### config.mk
export PLATFORM = sky130hd
export DESIGN_NAME = usr_shift_reg
export DESIGN_NICKNAME = d
export VERILOG_FILES = /design/src/rtl/usr_pkg.sv /design/src/rtl/usr_ctrl.sv /design/src/rtl/usr_next.sv /design/src/rtl/usr_store.sv /design/src/rtl/usr_shift_reg.sv
export SDC_FILE = /design/constraint.sdc
export NUM_CORES = 1
export LEC_CHECK = 0
export ABC_AREA = 1
export BUFFER_PORTS_ARGS = -buffer_cell sky130_fd_sc_hd__buf_2
export CAP_MARGIN = 5
export CORE_AREA = 3 3 40 42
export DETAILED_ROUTE_END_ITERATION = 16
export DIE_AREA = 0 0 43 45
export GPL_ROUTABILITY_DRIVEN = 0
export PLACE_DENSITY = 0.73
export SLEW_MARGIN = 20
export SYNTH_ARGS = -nofsm -noshare
export SYNTH_HDL_FRONTEND = slang
export SYNTH_HIERARCHICAL = 1
export SYNTH_SLANG_ARGS = --single-unit
### constraint.sdc
create_clock -name clk -period 1.6 [get_ports clk]
set_clock_uncertainty 0.1 [all_clocks]
set_input_delay 0.32 -clock clk [delete_from_list [all_inputs] [get_ports clk]]
set_output_delay 0.32 -clock clk [all_outputs]
set_load 0.005 [all_outputs]
### src/rtl/usr_pkg.sv
package usr_pkg;

    typedef enum logic [1:0] {
        MODE_HOLD  = 2'b00,
        MODE_RIGHT = 2'b01,
        MODE_LEFT  = 2'b10,
        MODE_LOAD  = 2'b11
    } usr_mode_e;

    typedef struct packed {
        usr_mode_e mode;
        logic      clear;
        logic      drive;
    } usr_ctrl_t;

    function automatic usr_mode_e usr_decode(input logic s1, input logic s0);
        return usr_mode_e'({s1, s0});
    endfunction

    function automatic logic usr_bus_drive(input logic o1_n, input logic o2_n,
                                           input usr_mode_e m);
        return !o1_n && !o2_n && (m != MODE_LOAD);
    endfunction

endpackage

### src/rtl/usr_ctrl.sv
module usr_ctrl
    import usr_pkg::*;
(
    input  logic      sel1,
    input  logic      sel0,
    input  logic      clear_n,
    input  logic      oe1_n,
    input  logic      oe2_n,
    output usr_ctrl_t ctrl
);
    usr_mode_e mode_w;

    always_comb begin
        mode_w     = usr_decode(sel1, sel0);
        ctrl.mode  = mode_w;
        ctrl.clear = !clear_n;
        ctrl.drive = usr_bus_drive(oe1_n, oe2_n, mode_w);
    end
endmodule

### src/rtl/usr_next.sv
module usr_next
    import usr_pkg::*;
#(
    parameter int WIDTH = 8
) (
    input  usr_ctrl_t          ctrl,
    input  logic [WIDTH-1:0]   cur,
    input  logic [WIDTH-1:0]   load_val,
    input  logic               fill_lo,
    input  logic               fill_hi,
    output logic [WIDTH-1:0]   nxt
);
    localparam int TOP = WIDTH - 1;

    for (genvar i = 0; i < WIDTH; i++) begin : g_bit
        logic from_below;
        logic from_above;

        if (i == 0) begin : g_lo_end
            assign from_below = fill_lo;
        end else begin : g_lo_mid
            assign from_below = cur[i-1];
        end

        if (i == TOP) begin : g_hi_end
            assign from_above = fill_hi;
        end else begin : g_hi_mid
            assign from_above = cur[i+1];
        end

        always_comb begin
            if (ctrl.clear) begin
                nxt[i] = 1'b0;
            end else begin
                unique case (ctrl.mode)
                    MODE_HOLD:  nxt[i] = cur[i];
                    MODE_RIGHT: nxt[i] = from_below;
                    MODE_LEFT:  nxt[i] = from_above;
                    MODE_LOAD:  nxt[i] = load_val[i];
                    default:    nxt[i] = cur[i];
                endcase
            end
        end
    end
endmodule

### src/rtl/usr_store.sv
module usr_store #(
    parameter int WIDTH = 8
) (
    input  logic             clk,
    input  logic [WIDTH-1:0] d,
    output logic [WIDTH-1:0] q
);
    always_ff @(posedge clk) begin
        q <= d;
    end
endmodule

### src/rtl/usr_shift_reg.sv
module usr_shift_reg
    import usr_pkg::*;
#(
    parameter int WIDTH = 8
) (
    input  logic             clk,
    input  logic             clear_n,
    input  logic             sel1,
    input  logic             sel0,
    input  logic             ser_in_right,
    input  logic             ser_in_left,
    input  logic             oe1_n,
    input  logic             oe2_n,
    input  logic [WIDTH-1:0] bus_in,
    output logic [WIDTH-1:0] bus_out,
    output logic             bus_oe,
    output logic             ser_out_lo,
    output logic             ser_out_hi
);
    localparam int TOP = WIDTH - 1;

    usr_ctrl_t        ctrl;
    logic [WIDTH-1:0] state_q;
    logic [WIDTH-1:0] state_d;

    usr_ctrl u_ctrl (
        .sel1    (sel1),
        .sel0    (sel0),
        .clear_n (clear_n),
        .oe1_n   (oe1_n),
        .oe2_n   (oe2_n),
        .ctrl    (ctrl)
    );

    usr_next #(.WIDTH(WIDTH)) u_next (
        .ctrl     (ctrl),
        .cur      (state_q),
        .load_val (bus_in),
        .fill_lo  (ser_in_right),
        .fill_hi  (ser_in_left),
        .nxt      (state_d)
    );

    usr_store #(.WIDTH(WIDTH)) u_store (
        .clk (clk),
        .d   (state_d),
        .q   (state_q)
    );

    assign bus_out    = state_q;
    assign bus_oe     = ctrl.drive;
    assign ser_out_lo = state_q[0];
    assign ser_out_hi = state_q[TOP];

    // Clear wins over any mode
    assert_clear_wins_R2: assert property (@(posedge clk)
        !clear_n |=> (bus_out == '0));

    assert_load_takes_bus_R3: assert property (@(posedge clk) disable iff (!clear_n)
        (sel1 && sel0) |=> (bus_out == $past(bus_in)));

    assert_shift_right_R4: assert property (@(posedge clk) disable iff (!clear_n)
        (!sel1 && sel0) |=> (bus_out == {$past(bus_out[TOP-1:0]), $past(ser_in_right)}));

    assert_shift_left_R5: assert property (@(posedge clk) disable iff (!clear_n)
        (sel1 && !sel0) |=> (bus_out == {$past(ser_in_left), $past(bus_out[TOP:1])}));

    assert_hold_keeps_R6: assert property (@(posedge clk) disable iff (!clear_n)
        (!sel1 && !sel0) |=> $stable(bus_out));

    assert_enable_pins_R7: assert property (@(posedge clk)
        (oe1_n || oe2_n) |-> !bus_oe);

    assert_load_releases_bus_R8: assert property (@(posedge clk)
        (sel1 && sel0) |-> !bus_oe);
endmodule

### Yosys cells after proc, flatten, opt, wreduce, memory -nomap -nowiden

Cells that the tools add are included.

* equality and inequality tests: 4
* mux-type cells: 8
* reduce and logical (&&, ||, !) cells: 5

Operators by type and width (count)
* $pmux 1 s3: 8
* $eq 2x2->1 const B: 2
* $eq 2x1->1 const B: 1
* $logic_and 1x1->1: 2
* $logic_not 1->1: 2
* $logic_not 2->1: 1
* $ne 2x2->1 const B: 1

* register bits after elaboration: 8
* bits of input ports: 16
* output and inout bits: 11
* logic and storage cells: 18

### Depth between registers and ports, before layout

Gate-level depths: netlist of the first run.

* depth after elaboration: 3
* mapped depth: 7
* depth with buffers taken out: 5

### Cells and area by module

Netlist of the first run, hierarchy kept.

Modules (own cells, without submodules)
* usr_next: times used 1, cells an instance 71, area each 340.3 um^2, seq. area each 0.0 um^2
* usr_store: times used 1, cells an instance 8, area each 160.2 um^2, seq. area each 160.2 um^2
* usr_ctrl: times used 1, cells an instance 7, area each 33.8 um^2, seq. area each 0.0 um^2
* usr_shift_reg: times used 1, cells an instance 2, area each 15.0 um^2, seq. area each 0.0 um^2

### Least setup slack after synthesis of the first run

No wires, ideal clock.

* path kind: input to register
* start point: input sel1
* end point: register u_store.q[6]
* arrival time: 0.936 ns
* data required time: 1.383 ns
* path slack: 0.447 ns
* cell stages on the path: 6
* buffers on the path: 2
* cells stage by stage: buf_4 buf_6 inv_2 nand2_4 o21ai_0 nor2_1

* cells in the longest elaborated chain, start to end: 2

Ends and longest elaborated chain
* start: declaration: line usr_shift_reg.sv:8 `input logic sel1,`
* $eq 2x2->1 or $eq 2x1->1 (tied branches): line usr_next.sv:35 `unique case (ctrl.mode)`
* $pmux 1 s3: line usr_next.sv:35
* end signal: assignment: line usr_store.sv:9 `q <= d;`
* end: declaration: line usr_store.sv:6 `output logic [WIDTH-1:0] q`

Parallel ways exist; a longest one is shown, timed or not.
A chain may end at the register's enable or synchronous reset.

### Worst setup path in the final report of the first run

* start point: input sel0
* end point: output bus_oe

* cells in the longest elaborated chain, start to end: 2

Ends and longest elaborated chain
* start: declaration: line usr_shift_reg.sv:9 `input logic sel0,`
* $ne 2x2->1: line usr_pkg.sv:22 `return !o1_n && !o2_n && (m != MODE_LOAD);`
* $logic_and 1x1->1: line usr_pkg.sv:22
* end: declaration: line usr_shift_reg.sv:16 `output logic bus_oe,`

Every way passes these cells.

==> impl_metrics.csv, run 1 <==
group,metric,value,unit
global_route,grtUsageMet2,0.210,
place,post-dp-hpwl,972,um
finish,fillCellCount,142,
power_and_ir_drop,pwr-share-comb,0.236,
die,floorplan.io_pins,27,
power_and_ir_drop,power.switching_fraction,0.286,
global_route,largest_net_degree_at_the_start_of_global_routing,13,
yosys,mappedNetlistNets,104,
routing,avgViaCountPerCell,4.98,
sta,final_worst_path_period_need,1.21,ns
clock_network,cts.sink_count,8,
routing,wl,1260,um
routing,detailedRoute.firstIterationViolations,22,
routing,drt.antenna.violating_nets,0,
global_route,gr-total-overflow,0,
run_status,status,"finished, final reports clean",
yosys,synthesized_cell_area,549,um2
finish,post_route_cells_drive_above_1_share,0.297,
yosys,synthDominantAreaCellType,"dfxtp_1",
critical_path,worst_reg2reg_endpoint,"u_store/q[2]$_DFF_P_",
power_and_ir_drop,power.clock.fraction,0.303,
clock_network,post-cts-setup-buffers,0,
die,die_area,1940,um2
sta,fmaxAchievable,0.826,GHz
yosys,ys.warnings.count,6,
sta,grt_setup_unrepaired,"false",
clock_network,cts_repair_resize_count,0,
global_route,number_of_global_route_vias_before_repair,465,
global_route,grtUsageMet1,0.172,
global_route,grt_pass1_wl,1990,um
sta,worstMarginPinSlew,0.183,ns
power_and_ir_drop,net-switching-power,0.141,mW
critical_path,worst-endpoint-required,1.18,ns
critical_path,path_depth,5,
yosys,synth-seq-cells,8,
global_route,grt_antenna_before_repair,0,
yosys,post-synth-top-area-fraction,0.292,
power_and_ir_drop,power_per_cell_area,744,nW/um2
hold_path,min_to,"u_store/q[7]$_DFF_P_",
place,portBuffers,26,
global_route,grt.total_usage,0.140,
power_and_ir_drop,power.total,0.494,mW
finish,nets,129,
critical_path,crit_path_end_kind,"primary output",
clock_network,clk_pin_slew,0.05,ns
die,die_h,45,um
finish,largest_registers,"u_store/q: 8 flops",
critical_path,reg2regPathDepth,4,
yosys,post_synth.cell_area_avg,6.24,um2
clock_network,ctsRootBufferMaster,"clkbuf_4",
power_and_ir_drop,power.sequential.fraction,0.461,
yosys,ys_seq_area_frac,0.292,
sta,hold_viol,0,
routing,drc_errors,0,
routing,vias,628,
clock_network,cts.htree.levels,1,
routing,avgRoutedWirePerCell,10.0,um
finish,area_growth_syn_to_layout,21.0,%
critical_path,path_delay_family,"buffers and inverters",
hold_path,hold_path_class,"in -> reg",
yosys,post_synth_num_cell_types,13,
clock_network,tritoncts.num_buffers,3,
sta,fin_crit_sh,0.757,
die,initial_core_util,0.427,
finish,largest_reg_flops,8,
clock_network,ctsHoldBuffers,0,
hold_path,timing.hold.worst.start,"ser_in_left",
sta,final.setup.tns,0,ns
power_and_ir_drop,vdd.ir_drop.worst,0.000418,V
critical_path,critPathMaxFanout,12,
critical_path,cp_slowest_stage_delay,0.19,ns
sta,final-max-slew-violation-count,0,
finish,antenna_cells,0,
yosys,synthTopCellsByArea,"dfxtp_1, nand3_1, nor2_1",
hold_path,min_delay_path_depth,5,
critical_path,critPathSlowestCell,"buf_2",
global_route,gr-max-usage-layer,"met2",
routing,drt_pre_antenna_iters,5,
clock_network,insertion_delay,0.25,ns
die,floorplan.core_area,1280,um2
critical_path,critPathLaunchType,"primary input",
power_and_ir_drop,internal_power,0.353,mW
power_and_ir_drop,power_leakage,0.378,nW
critical_path,worst-r2r-setup-slack,0.76,ns
critical_path,reg2reg_from,"u_store/q[3]$_DFF_P_",
die,placement_rows,13,
finish,top_register,"u_store/q",
sta,slew-limit-headroom,0.878,
yosys,syn_inst,88,
job,maxCapViolCount,0,
global_route,met3_usage,0.0598,
critical_path,crit_path_cell_trace,"buf_2, nand2_1, nand2_1, inv_1, buf_2",
clock_network,clock_tree.buffer_depth,2,
die,die_w,43,um
clock_network,clock_tree_from_tritoncts,"done",
sta,setup_viol,0,
critical_path,critical_path_arrival,0.79,ns
critical_path,worst-path-buf-inv,3,
critical_path,setup.worst_path.class,"in -> out",
[Yosys cell counts]
| library cell | instances |
|---|---|
| o21ai_1 | 1 |
| o21ai_0 | 7 |
| buf_8 | 1 |
| inv_2 | 1 |
| inv_1 | 9 |
| nand2_4 | 1 |
| nor2_1 | 17 |
| buf_6 | 1 |
| a21oi_1 | 6 |
| buf_4 | 6 |
| dfxtp_1 | 8 |
| nand3_1 | 18 |
| nand2_1 | 12 |
[power groups by stage]
| stage | clock network (mW) | registers (mW) | logic (mW) |
|---|---|---|---|
| floorplan | 0 | 0.231 | 0.0825 |
| global placement | 0 | 0.232 | 0.116 |
| detailed placement | 0 | 0.232 | 0.117 |
| CTS | 0.155 | 0.228 | 0.117 |
| global route | 0.172 | 0.230 | 0.134 |
| finish | 0.150 | 0.228 | 0.117 |
[worst max-delay path by stage]
stage,startpoint,end,slack (ns)
after global routing,sel0,bus_oe,0.32
after floorplan,sel1,u_store/q[6]$_DFF_P_,0.45
after detailed placement,sel0,u_store/q[4]$_DFF_P_,0.38
after global placement,sel0,bus_oe,0.39
final,sel0,bus_oe,0.39
after CTS,sel0,bus_oe,0.39
[metal layers]
| layer | wire length (um) | up-vias |
|---|---|---|
| met5 | 0 | - |
| met4 | 12 | 0 |
| met3 | 105 | 4 |
| met2 | 583 | 23 |
| met1 | 563 | 275 |
| li1 | - | 326 |
[placed cells by master, fill, tap and decap left out, drive strengths merged]
master  synthesis  layout
buf             8      28
dfxtp           8       8
inv            10      10
o21ai           8       8
nor2           17      17
nand3          18      18
a21oi           6       6
clkbuf          0       3
nand2          13      13
[worst reg2reg max path: cells and delay by family (launching register included)]
kind                   cells  cell delay [ns]
AOI/OAI and AO/OA          1             0.12
buffers and inverters      1             0.06
DFF                        1             0.37
and+or+nand+nor            2             0.13
[layout make-up]
type / instances / area (um2) / share of cell area
flip-flops and latches: 8 / 160 / 0.241
clock buffers: 3 / 22.5 / 0.0339
multi-input cells: 62 / 280 / 0.422
well taps: 15 / 18.8 / 0.0282
repair buffers: 28 / 145 / 0.218
inverters: 10 / 37.5 / 0.0565
[metrics by stage]
| step | hold WS [ns] | setup WS (ns) | util | area [um2] | instances |
|---|---|---|---|---|---|
| after detailed placement | 0.441 | 0.384 | 0.500 | 642 | 123 |
| after CTS | 0.299 | 0.387 | 0.517 | 664 | 126 |
| final | 0.298 | 0.389 | 0.517 | 664 | 126 |
| after global routing | 0.312 | 0.322 | 0.517 | 664 | 126 |
| after floorplan | 0.435 | 0.447 | - | 549 | 88 |
| after global placement | 0.431 | 0.390 | 0.500 | 642 | 123 |
[logic make-up (layout without fill, tap and decap cells)]
group | Yosys count | in the layout | synth area share
flip-flops | 8 | 8 | 0.292
buffers and inverters | 18 | 41 | 0.198
AO/OA/AOI/OAI | 14 | 14 | 0.128
AND/OR/NAND/NOR | 48 | 48 | 0.383
Power figures use the tool's default switching activity.
==> inputs of run 2 (changes only) <==
==> constraint.sdc (replaced) <==
create_clock -name clk -period 1.2 [get_ports clk]
set_clock_uncertainty 0.1 [all_clocks]
set_input_delay 0.24 -clock clk [delete_from_list [all_inputs] [get_ports clk]]
set_output_delay 0.24 -clock clk [all_outputs]
set_load 0.005 [all_outputs]
==> run 2 against run 1 <==
Hold slack got worse by 0.075 ns. Critical endpoint is now bus_out[4]. Count of clock-buffer cells in the layout stayed put. Critical path depth is 4 lower. Worst setup slack lost 0.29 ns. Total power grew 36%.
==> impl_metrics.csv, run 2 (synthesized netlist as in run 1, its figures left out) <==
group,metric,value,unit
sta,fmaxAchievable,0.906,GHz
power_and_ir_drop,power_leakage,0.383,nW
clock_network,cts_repair_resize_count,0,
finish,largest_reg_flops,8,
critical_path,critical_path_arrival,0.76,ns
die,die_h,45,um
routing,met2_routed_length,672,um
sta,grt_setup_unrepaired,"false",
hold_path,hold_path_class,"in -> reg",
clock_network,clock_tree_from_tritoncts,"done",
clock_network,ctsHoldBuffers,0,
critical_path,path_depth,1,
clock_network,cts.sink_count,8,
die,placement_rows,13,
die,floorplan.core_area,1280,um2
routing,detailedRoute.firstIterationViolations,13,
sta,final_worst_path_period_need,1.10,ns
clock_network,post-cts-setup-buffers,0,
clock_network,clk_pin_slew,0.06,ns
critical_path,reg2regPathDepth,4,
global_route,largest_net_degree_at_the_start_of_global_routing,22,
critical_path,critPathLaunchType,"flop",
routing,avgViaCountPerCell,4.89,
finish,multi_input_area,280,um2
critical_path,critPathSlowestCell,"dfxtp_1",
finish,layout.cells.most_common,"buf_2",
critical_path,reg2reg_from,"u_store/q[7]$_DFF_P_",
clock_network,tritoncts.num_buffers,3,
finish,sequential_cell_area,160,um2
routing,drt.antenna.violating_nets,0,
routing,wl,1340,um
power_and_ir_drop,power.total,0.670,mW
die,initial_core_util,0.427,
place,post-place-ws,0.132,ns
hold_path,min_delay_path_depth,5,
run_status,status,"finished, final reports clean",
sta,final-max-slew-violation-count,0,
finish,finish.utilization,0.523,
routing,drt_pre_antenna_iters,4,
routing,m1WireLength,571,um
critical_path,cp_slowest_stage_delay,0.38,ns
sta,final.setup.tns,0,ns
clock_network,insertion_delay,0.25,ns
critical_path,worst_reg2reg_endpoint,"u_store/q[6]$_DFF_P_",
critical_path,worst-endpoint-required,0.86,ns
die,die_area,1940,um2
critical_path,path_delay_family,"flip-flops",
sta,slew-limit-headroom,0.865,
clock_network,cts.htree.levels,1,
critical_path,critPathMaxFanout,4,
global_route,grt_pass1_wl,2300,um
sta,setup_viol,0,
finish,layout.cell_area.non_filler,672,um2
sta,worstMarginPinSlew,0.203,ns
finish,largest_registers,"u_store/q: 8 flops",
sta,worst_slack,0.0968,ns
critical_path,cp-endpoint,"bus_out[4]",
critical_path,crit_path_end_kind,"primary output",
routing,topRoutingLayerUsed,"met4",
sta,hold_viol,0,
job,maxCapViolCount,0,
finish,nets,130,
clock_network,clock_tree.buffer_depth,2,
sta,fin_crit_sh,0.919,
routing,drc_errors,0,
routing,routed-wl-met3,84,um
power_and_ir_drop,vdd.ir_drop.worst,0.000448,V
routing,avgRoutedWirePerCell,10.5,um
finish,antenna_cells,0,
critical_path,crit_path_start,"u_store/q[4]$_DFF_P_",
critical_path,setup.worst_path.class,"reg -> out",
place,post-dp-hpwl,977,um
finish,leading_cell_types_in_the_layout_fill_and_taps_excluded,"buf_2, nand3_1, nor2_1",
finish,fillCellCount,142,
clock_network,ctsRootBufferMaster,"clkbuf_4",
global_route,grt.total_usage,0.158,
place,placed_cell_area,649,um2
place,portBuffers,26,
finish,top_register,"u_store/q",
finish,post_route_cells_drive_above_1_share,0.304,
global_route,grt_antenna_before_repair,0,
die,die_w,43,um
finish,area_growth_syn_to_layout,22.3,%
critical_path,worst-path-buf-inv,1,
power_and_ir_drop,power_per_cell_area,998,nW/um2
die,floorplan.io_pins,27,
critical_path,crit_path_cell_trace,"buf_2",
critical_path,worst-r2r-setup-slack,0.36,ns
routing,vias,621,
global_route,number_of_global_route_vias_before_repair,542,
global_route,gr-total-overflow,0,
-- run 2: layout make-up --
cell class | instances | share of cell area
sequential | 8 | 0.238
inverter | 10 | 0.0559
tap | 15 | 0.0279
timing repair buffer | 29 | 0.227
multi-input combinational | 62 | 0.417
clock buffer | 3 | 0.0335
-- run 2: through the flow --
stage,hold WS (ns),instances
detailed placement,0.439,124
CTS,0.213,127
finish,0.223,127
floorplan,0.375,88
global placement,0.428,124
global route,0.254,127
-- run 2: routing by layer --
metal | up-vias | GRT usage
li1 | 327 | -
met1 | 273 | 0.194
met2 | 19 | 0.254
met3 | 2 | 0.0478
met4 | 0 | 0.0783
met5 | - | 0
-- run 2: worst min-delay path by stage --
stage	startpoint	to	slack, ns
global placement	u_store/q[6]$_DFF_P_	u_store/q[6]$_DFF_P_	0.43
floorplan	ser_in_left	u_store/q[7]$_DFF_P_	0.37
finish	bus_in[7]	u_store/q[7]$_DFF_P_	0.22
CTS	bus_in[7]	u_store/q[7]$_DFF_P_	0.21
detailed placement	u_store/q[7]$_DFF_P_	u_store/q[7]$_DFF_P_	0.44
global route	bus_in[4]	u_store/q[4]$_DFF_P_	0.25
-- run 2: power by group --
| group | total (mW) | switching [mW] | internal, mW |
|---|---|---|---|
| logic | 0.158 | 0.0849 | 0.0731 |
| clock network | 0.209 | 0.0943 | 0.115 |
| registers | 0.303 | 0.0179 | 0.285 |
==> inputs of run 3 (changes only) <==
--- a/config.mk
+++ b/config.mk
@@ -8,11 +8,11 @@
 export ABC_AREA = 1
 export BUFFER_PORTS_ARGS = -buffer_cell sky130_fd_sc_hd__buf_2
 export CAP_MARGIN = 5
-export CORE_AREA = 3 3 40 42
+export CORE_AREA = 2 2 39 41
 export DETAILED_ROUTE_END_ITERATION = 16
-export DIE_AREA = 0 0 43 45
+export DIE_AREA = 0 0 41 43
 export GPL_ROUTABILITY_DRIVEN = 0
-export PLACE_DENSITY = 0.73
+export PLACE_DENSITY_LB_ADDON = 0.08
 export SLEW_MARGIN = 20
 export SYNTH_ARGS = -nofsm -noshare
 export SYNTH_HDL_FRONTEND = slang
==> run 3 against run 2 <==
Maximum frequency increased by 0.13%. Worst setup slack improved by 0.0014 ns. Largest cell class unchanged. Critical path depth did not move. Largest power group unchanged.
==> impl_metrics.csv, run 3 (synthesized netlist as in run 1, its figures left out) <==
group,metric,value,unit
run_status,status,"finished, final reports clean",
critical_path,worst-endpoint-required,0.86,ns
clock_network,cts.htree.levels,1,
place,portBuffers,26,
routing,drt_pre_antenna_iters,4,
hold_path,timing.hold.worst.start,"ser_in_left",
finish,nets,130,
critical_path,critPathMaxFanout,4,
critical_path,critical_path_arrival,0.76,ns
finish,largest_reg_flops,8,
routing,vias,601,
critical_path,path_delay_family,"flip-flops",
clock_network,cts.sink_count,8,
sta,final_worst_path_period_need,1.10,ns
clock_network,clock_tree.buffer_depth,2,
sta,final-max-slew-violation-count,0,
sta,slew-limit-headroom,0.865,
finish,leading_cell_types_in_the_layout_fill_and_taps_excluded,"buf_2, nand3_1, nor2_1",
routing,wl,1200,um
clock_network,ctsRootBufferMaster,"clkbuf_4",
global_route,gr-total-overflow,0,
routing,avgViaCountPerCell,4.70,
global_route,grt.total_usage,0.164,
sta,final.setup.tns,0,ns
power_and_ir_drop,vdd.ir_drop.worst,0.000425,V
critical_path,reg2reg_from,"u_store/q[3]$_DFF_P_",
finish,antenna_cells,0,
die,die_h,43,um
clock_network,clock_tree_from_tritoncts,"done",
hold_path,hold_path_class,"in -> reg",
critical_path,crit_path_cell_trace,"buf_2",
global_route,grt_pass1_wl,1940,um
critical_path,worst-r2r-setup-slack,0.36,ns
critical_path,setup.worst_path.class,"reg -> out",
finish,post_route_cells_drive_above_1_share,0.304,
die,floorplan.io_pins,27,
die,floorplan.core_area,1380,um2
critical_path,critPathLaunchType,"flop",
routing,avgRoutedWirePerCell,9.37,um
clock_network,ctsHoldBuffers,0,
die,die_w,41,um
clock_network,clk_pin_slew,0.06,ns
global_route,number_of_global_route_vias_before_repair,479,
power_and_ir_drop,power_per_cell_area,990,nW/um2
place,post-dp-hpwl,879,um
critical_path,cp_slowest_stage_delay,0.38,ns
job,maxCapViolCount,0,
sta,grt_setup_unrepaired,"false",
hold_path,min_delay_path_depth,5,
clock_network,post-cts-setup-buffers,0,
critical_path,critPathSlowestCell,"dfxtp_1",
clock_network,cts_repair_resize_count,0,
finish,area_growth_syn_to_layout,22.6,%
global_route,largest_net_degree_at_the_start_of_global_routing,22,
finish,top_register,"u_store/q",
routing,drc_errors,0,
die,die_area,1760,um2
power_and_ir_drop,power_leakage,0.383,nW
sta,setup_viol,0,
routing,detailedRoute.firstIterationViolations,8,
finish,finish.utilization,0.486,
finish,fillCellCount,164,
routing,drt.antenna.violating_nets,0,
finish,layout.cells.most_common,"buf_2",
sta,fmaxAchievable,0.908,GHz
die,placement_rows,14,
global_route,grt_antenna_before_repair,0,
critical_path,worst_reg2reg_endpoint,"u_store/q[2]$_DFF_P_",
hold_path,min_to,"u_store/q[7]$_DFF_P_",
finish,largest_registers,"u_store/q: 8 flops",
sta,worstMarginPinSlew,0.202,ns
clock_network,insertion_delay,0.25,ns
critical_path,reg2regPathDepth,4,
critical_path,crit_path_end_kind,"primary output",
clock_network,tritoncts.num_buffers,3,
sta,hold-worst-slack,0.210,ns
critical_path,worst-path-buf-inv,1,
sta,fin_crit_sh,0.918,
die,initial_core_util,0.397,
sta,hold_viol,0,
run 3: final cells by class:
cell class	instances	area, um2	area share
multi-input cells	62	280	0.416
clock buffers	3	22.5	0.0335
flip-flops and latches	8	160	0.238
well taps	16	20.0	0.0297
inverters	10	37.5	0.0558
repair buffers	29	153	0.227
run 3: power breakdown:
group          switching, mW  leakage (nW)  total (mW)  internal, mW
clock                 0.0928        0.0138       0.207         0.115
sequential            0.0165        0.0661       0.302         0.285
combinational         0.0838         0.303       0.157        0.0731
run 3: routing by layer:
layer | global-route usage | up-vias | wire length, um
met5 | 0 | - | 0
met4 | 0.100 | 0 | 13
met3 | 0.0628 | 2 | 73
met2 | 0.228 | 15 | 526
met1 | 0.204 | 254 | 586
li1 | - | 330 | -
run 3: how the worst max path moves through the flow:
stage | from | endpoint | slack, ns | cells past startpoint
detailed placement | sel1 | u_store/q[1]$_DFF_P_ | 0.13 | 5
global placement | sel1 | u_store/q[6]$_DFF_P_ | 0.12 | 5
CTS | u_store/q[4]$_DFF_P_ | bus_out[4] | 0.07 | 1
finish | u_store/q[4]$_DFF_P_ | bus_out[4] | 0.1 | 1
floorplan | sel1 | u_store/q[6]$_DFF_P_ | 0.13 | 6
global route | u_store/q[4]$_DFF_P_ | bus_out[4] | 0.03 | 1
run 3: stage by stage:
stage / setup slack [ns] / power [mW] / cell area (um2) / cells
6_report: 0.0983 / 0.666 / 673 / 128
5_1_grt: 0.0324 / 0.728 / 673 / 128
4_1_cts: 0.0690 / 0.683 / 673 / 128
3_5_place_dp: 0.134 / 0.466 / 651 / 125
3_3_place_gp: 0.118 / 0.466 / 651 / 125
2_1_floorplan: 0.127 / 0.418 / 549 / 88
